==> src/rtl/wdk_pkg.sv <==
package wdk_pkg;
    localparam int          CTRL_W    = 32;
    localparam int          KEY_W     = 16;
    localparam int          KEY_LSB   = 16;
    localparam int          EN_BIT    = 14;
    localparam logic [KEY_W-1:0] KEY_FIRST  = 16'hA5C6;
    localparam logic [KEY_W-1:0] KEY_SECOND = 16'hDA7E;
    localparam logic [1:0]  MODE_WDOG = 2'd2;

    typedef enum logic [1:0] {
        WD_OFF = 2'd0,
        WD_PRE = 2'd1,
        WD_RUN = 2'd2,
        WD_SVC = 2'd3
    } wd_phase_e;

    typedef struct packed {
        logic [KEY_W-1:0] key;
        logic             en;
    } ctl_word_t;

    function automatic ctl_word_t split_ctl(input logic [CTRL_W-1:0] d);
        ctl_word_t c;
        c.key = d[KEY_LSB +: KEY_W];
        c.en  = d[EN_BIT];
        return c;
    endfunction
endpackage

==> src/rtl/wdk_key_fsm.sv <==
module wdk_key_fsm
    import wdk_pkg::*;
(
    input  logic              clk,
    input  logic              rst,
    input  logic              halt,
    input  logic              wr_en,
    input  ctl_word_t         ctl,
    input  logic [1:0]        tmr_mode,
    output wd_phase_e         phase,
    output logic              arm_clr,
    output logic              svc_clr,
    output logic              key_fault
);
    wd_phase_e phase_nxt;

    always_comb begin
        phase_nxt = phase;
        arm_clr   = 1'b0;
        svc_clr   = 1'b0;
        key_fault = 1'b0;
        if (wr_en && !halt) begin
            unique case (phase)
                WD_OFF: begin
                    if (ctl.en && ctl.key == KEY_FIRST && tmr_mode == MODE_WDOG) begin
                        phase_nxt = WD_PRE;
                        arm_clr   = 1'b1;
                    end
                end
                WD_PRE: begin
                    if (ctl.en && ctl.key == KEY_SECOND)
                        phase_nxt = WD_RUN;
                end
                WD_RUN: begin
                    if (ctl.key == KEY_FIRST) phase_nxt = WD_SVC;
                    else                      key_fault = 1'b1;
                end
                WD_SVC: begin
                    if (ctl.key == KEY_SECOND) begin
                        phase_nxt = WD_RUN;
                        svc_clr   = 1'b1;
                    end else begin
                        key_fault = 1'b1;
                    end
                end
                default: phase_nxt = WD_OFF;
            endcase
        end
    end

    always_ff @(posedge clk) begin
        if (rst) phase <= WD_OFF;
        else     phase <= phase_nxt;
    end
endmodule

==> src/rtl/wdk_counter.sv <==
module wdk_counter #(
    parameter int CNT_W = 64
) (
    input  logic             clk,
    input  logic             rst,
    input  logic             run,
    input  logic             tick,
    input  logic             clr,
    input  logic [CNT_W-1:0] period,
    output logic [CNT_W-1:0] count,
    output logic             expire
);
    localparam logic [CNT_W-1:0] ONE = CNT_W'(1);

    assign expire = run && tick && (count == period);

    always_ff @(posedge clk) begin
        if (rst)                        count <= '0;
        else if (clr)                   count <= '0;
        else if (run && tick && !expire) count <= count + ONE;
    end
endmodule

==> src/rtl/wdk_guard.sv <==
module wdk_guard
    import wdk_pkg::*;
#(
    parameter int CNT_W = 64
) (
    input  logic              clk,
    input  logic              rst,
    input  logic              wr_en,
    input  logic [CTRL_W-1:0] wr_data,
    input  logic [1:0]        tmr_mode,
    input  logic [CNT_W-1:0]  period,
    input  logic              tick,
    output logic [CNT_W-1:0]  count_o,
    output logic              rst_req
);
    ctl_word_t ctl;
    wd_phase_e phase;
    logic      arm_clr, svc_clr, key_fault, expire, running;
    logic      unused_bits;

    assign ctl         = split_ctl(wr_data);
    assign unused_bits = ^{wr_data[15], wr_data[13:0]};
    assign running     = (phase == WD_RUN || phase == WD_SVC) && !rst_req;

    wdk_key_fsm u_fsm (
        .clk       (clk),
        .rst       (rst),
        .halt      (rst_req),
        .wr_en     (wr_en),
        .ctl       (ctl),
        .tmr_mode  (tmr_mode),
        .phase     (phase),
        .arm_clr   (arm_clr),
        .svc_clr   (svc_clr),
        .key_fault (key_fault)
    );

    wdk_counter #(.CNT_W(CNT_W)) u_cnt (
        .clk    (clk),
        .rst    (rst),
        .run    (running),
        .tick   (tick),
        .clr    (arm_clr | svc_clr),
        .period (period),
        .count  (count_o),
        .expire (expire)
    );

    always_ff @(posedge clk) begin
        if (rst)                    rst_req <= 1'b0;
        else if (key_fault || expire) rst_req <= 1'b1;
    end
endmodule

==> config.mk <==
export PLATFORM = sky130hd
export DESIGN_NAME = wdk_guard
export DESIGN_NICKNAME = d
export VERILOG_FILES = /design/src/rtl/wdk_pkg.sv /design/src/rtl/wdk_key_fsm.sv /design/src/rtl/wdk_counter.sv /design/src/rtl/wdk_guard.sv
export SDC_FILE = /design/constraint.sdc
export NUM_CORES = 1
export LEC_CHECK = 0
export ABC_AREA = 1
export BUFFER_PORTS_ARGS = -buffer_cell sky130_fd_sc_hd__buf_4
export CAP_MARGIN = 20
export CORE_UTILIZATION = 54
export DETAILED_ROUTE_END_ITERATION = 8
export PLACE_DENSITY = 0.8
export SLEW_MARGIN = 20
export SYNTH_ARGS = -nofsm -noshare
export SYNTH_HDL_FRONTEND = slang
export SYNTH_SLANG_ARGS = --single-unit
==> constraint.sdc <==
create_clock -name clk -period 2.2 [get_ports clk]
set_input_delay 0.44 -clock clk [delete_from_list [all_inputs] [get_ports clk]]
set_output_delay 0.44 -clock clk [all_outputs]
set_load 0.005 [all_outputs]
==> run summary <==
routing usage on met1 -> 0.458
Hold Crit Endpoint -> rst_req
multiplexer area fraction after synthesis -> 0
vias in the first global route -> 6692
antenna violations before repair -> 0
Clock Skew -> 0.00989 ns
Compound-Gate Fraction of Synth Area -> 0.0659
# resized after CTS -> 0
Max FO, Critical Path -> 7
clk root buf -> clkbuf_8
antenna viol nets, final -> 0
worst r2r src -> u_cnt.count[5]
number of flops mapped to enable cells by yosys -> 0
GRT Util Overall -> 0.353
Power Total -> 2580 uW
CP arrival -> 2.33 ns
# setup viols final -> 0
Worst-Skew Late Latency -> 0.36 ns
simple-gate portion of the synthesized area -> 0.496
Placer Congestion -> 0.998
DR pass1 iterations -> 6
Final min period -> 2.04 ns
setup bufs post-CTS -> 0
FF-to-FF End -> u_cnt.count[52]
core box area -> 0.0105 mm2
WL/cell -> 14.3 um
most frequent cell after synthesis -> nand2_1
final hold slack -> 0.259 ns
CP max stage delay -> 0.46 ns
Post-synth top flop -> dfxtp_1
Longest Clk Path Bufs -> 2
Clock transition at path regs -> 0.08 ns
CTS buffer count -> 9
delay-heaviest family, CP -> simple AND/OR/NAND/NOR gates
critical path class -> reg2reg
nets -> 1362
H-tree depth -> 3
Row Count -> 37
CTS tree -> built
Hold Startpoint -> rst
TNS Setup -> 0 ns
Adder-Cell Fraction of Synth Area -> 0.00211
Post-Layout Inst Area -> 0.00762 mm2
Synth area leaders -> nand2_1, dfxtp_1, nor2_1
Final Hold Viols -> 0
max frequency -> 489 MHz
CTS Hold Buffers Added -> 0
CP required -> 2.48 ns
Synth top area share -> 0.255
Syn Area/Cell -> 5.43 um2
share of post-route cells with drive strength above 1 -> 0.185
Hold Crit Class -> in2reg
Die W -> 107 um
busiest grt layer -> met2
area post-placement -> 0.00738 mm2
Initial Util -> 0.566
TritonCTS Sinks -> 67
first-pass GRT wire length -> 31.7 mm
number of cells on the critical path -> 10
final period utilization -> 0.929
P_leak -> 0.00332 uW
cell repeated most along the worst path -> nand2_1
IO Count -> 167
die outline area -> 0.0114 mm2
DR vias/cell -> 5.28
status -> complete, no violations
max-cap violations -> 0
main combinational cell family by area after synthesis -> simple AND/OR/NAND/NOR gates
total global routing overflow -> 0
crit start category -> flop
Async SR Flop Fraction -> 0
post-synthesis xor/xnor area fraction -> 0.0842
met2 Usage GRT -> 0.580
# port buffers -> 151
worst r2r path cells -> 10
FF+latch count, synth -> 67
# DRC -> 0
CP bufs+invs -> 1
slew at the pin closest to its max-slew limit -> 0.483 ns
WL final -> 19.9 mm
R2R setup slack -> 0.16 ns
hold depth -> 2
Cell Pwr Density -> 339 mW/mm2
utilization after layout -> 0.728
Vert. Die Dim -> 107 um
synthesis-to-layout area growth -> 28.5%
Synth area leader -> nand2_1
Peak VDD IR -> 239 uV
RSZ-0062 raised after global routing -> no
GR Util met3 -> 0.0626
Mapped Area -> 0.00593 mm2
Synth cell types -> 28
largest net degree at the start of global routing -> 65
crit path cell chain -> nand2_1, nor2_1, nand2_1, inv_1, nand2_1, nor2_2, nand4_1, nand2_1, nand3_1, a21oi_1
worst rel slew slack -> 0.677
Synth Net Count -> 1194
DR iter-0 viols -> 572
Syn Inst Count -> 1091
CP max-delay cell -> dfxtp_1
final slew viol count -> 0
routed vias -> 7382
DP HPWL -> 15.9 mm
crit path capture type -> flop
YS warnings -> 0
commonest cells in the synthesized netlist -> nand2_1, nor2_1, inv_1
# diodes -> 0
Seq/Total Area, Yosys -> 0.226
## worst max-delay path by stage
stage                    startpoint              end
floorplan            u_cnt.count[0]  u_cnt.count[52]
global placement         period[61]  u_cnt.count[50]
detailed placement       period[61]  u_cnt.count[18]
CTS                 u_cnt.count[51]  u_cnt.count[18]
global route         u_cnt.count[5]  u_cnt.count[52]
finish               u_cnt.count[5]  u_cnt.count[52]
## metrics by stage
step                      std cells  worst slack (ns)
final                          1398             0.156
after global routing           1398           0.00104
after CTS                      1398             0.139
after detailed placement       1384           0.00805
after global placement         1384            0.0676
after floorplan                1091             0.372
## worst register-to-register path, delay by kind of cell (launching register included)
kind            cells  cell delay [ns]
compound gates      1             0.14
buf+inv             1             0.13
simple gates        8             1.25
flops               1             0.46
## cell type report
class                   count  area (um2)
repair buffers            189        1490
flip-flops and latches     67        1350
inverters                 138         518
clock buffers              12         165
multi-input cells         854        3880
well taps                 136         170
fillers                   989        2850
clock inverters             2        35.0
## sequential cells by signal, indices dropped and copies added, names as in the netlist
register     flops
u_cnt.count     64
u_fsm.phase      2
rst_req          1
## per-layer routing
layer  share of wire  wire (um)  vias up
met4           0.031        616        0
met5               0          0        -
met2            0.45       9060      317
met1            0.43       8660     3322
met3           0.080       1600       46
li1                -          -     3697
## report_power, final
part	internal, uW	leakage [uW]	switching [uW]
Clock	603	0.000104	503
Sequential	1210	0.000544	0.000171
Combinational	146	0.00267	117
## cells by family (layout without fill, tap and decap cells)
kind of cell,after synthesis,count (layout)
and+or+nand+nor,719,719
buffers and inverters,170,341
AOI/OAI and AO/OA,77,77
DFF,67,67
xor gates and xnor gates,57,57
adders and majority gates,1,1
## layout by cell type (no fill, tap or decap), types with 2 or more instances in the layout
cell type	netlist	layout
buf_4	2	183
dfxtp_2	0	9
nor2_4	0	2
dfxtp_1	67	58
buf_12	0	6
nand2_1	403	401
xor2_1	53	53
nor2_1	179	172
nor3_2	4	4
inv_1	136	136
nor2_2	3	8
o21ai_0	7	7
and2_1	3	3
xnor2_1	4	4
clkbuf_8	0	12
nand3b_1	5	5
nand3_1	101	100
inv_2	2	2
a21oi_1	67	67
nand2_2	1	3
nand4_1	17	17
Note: power is estimated with default switching activity, not from simulation.
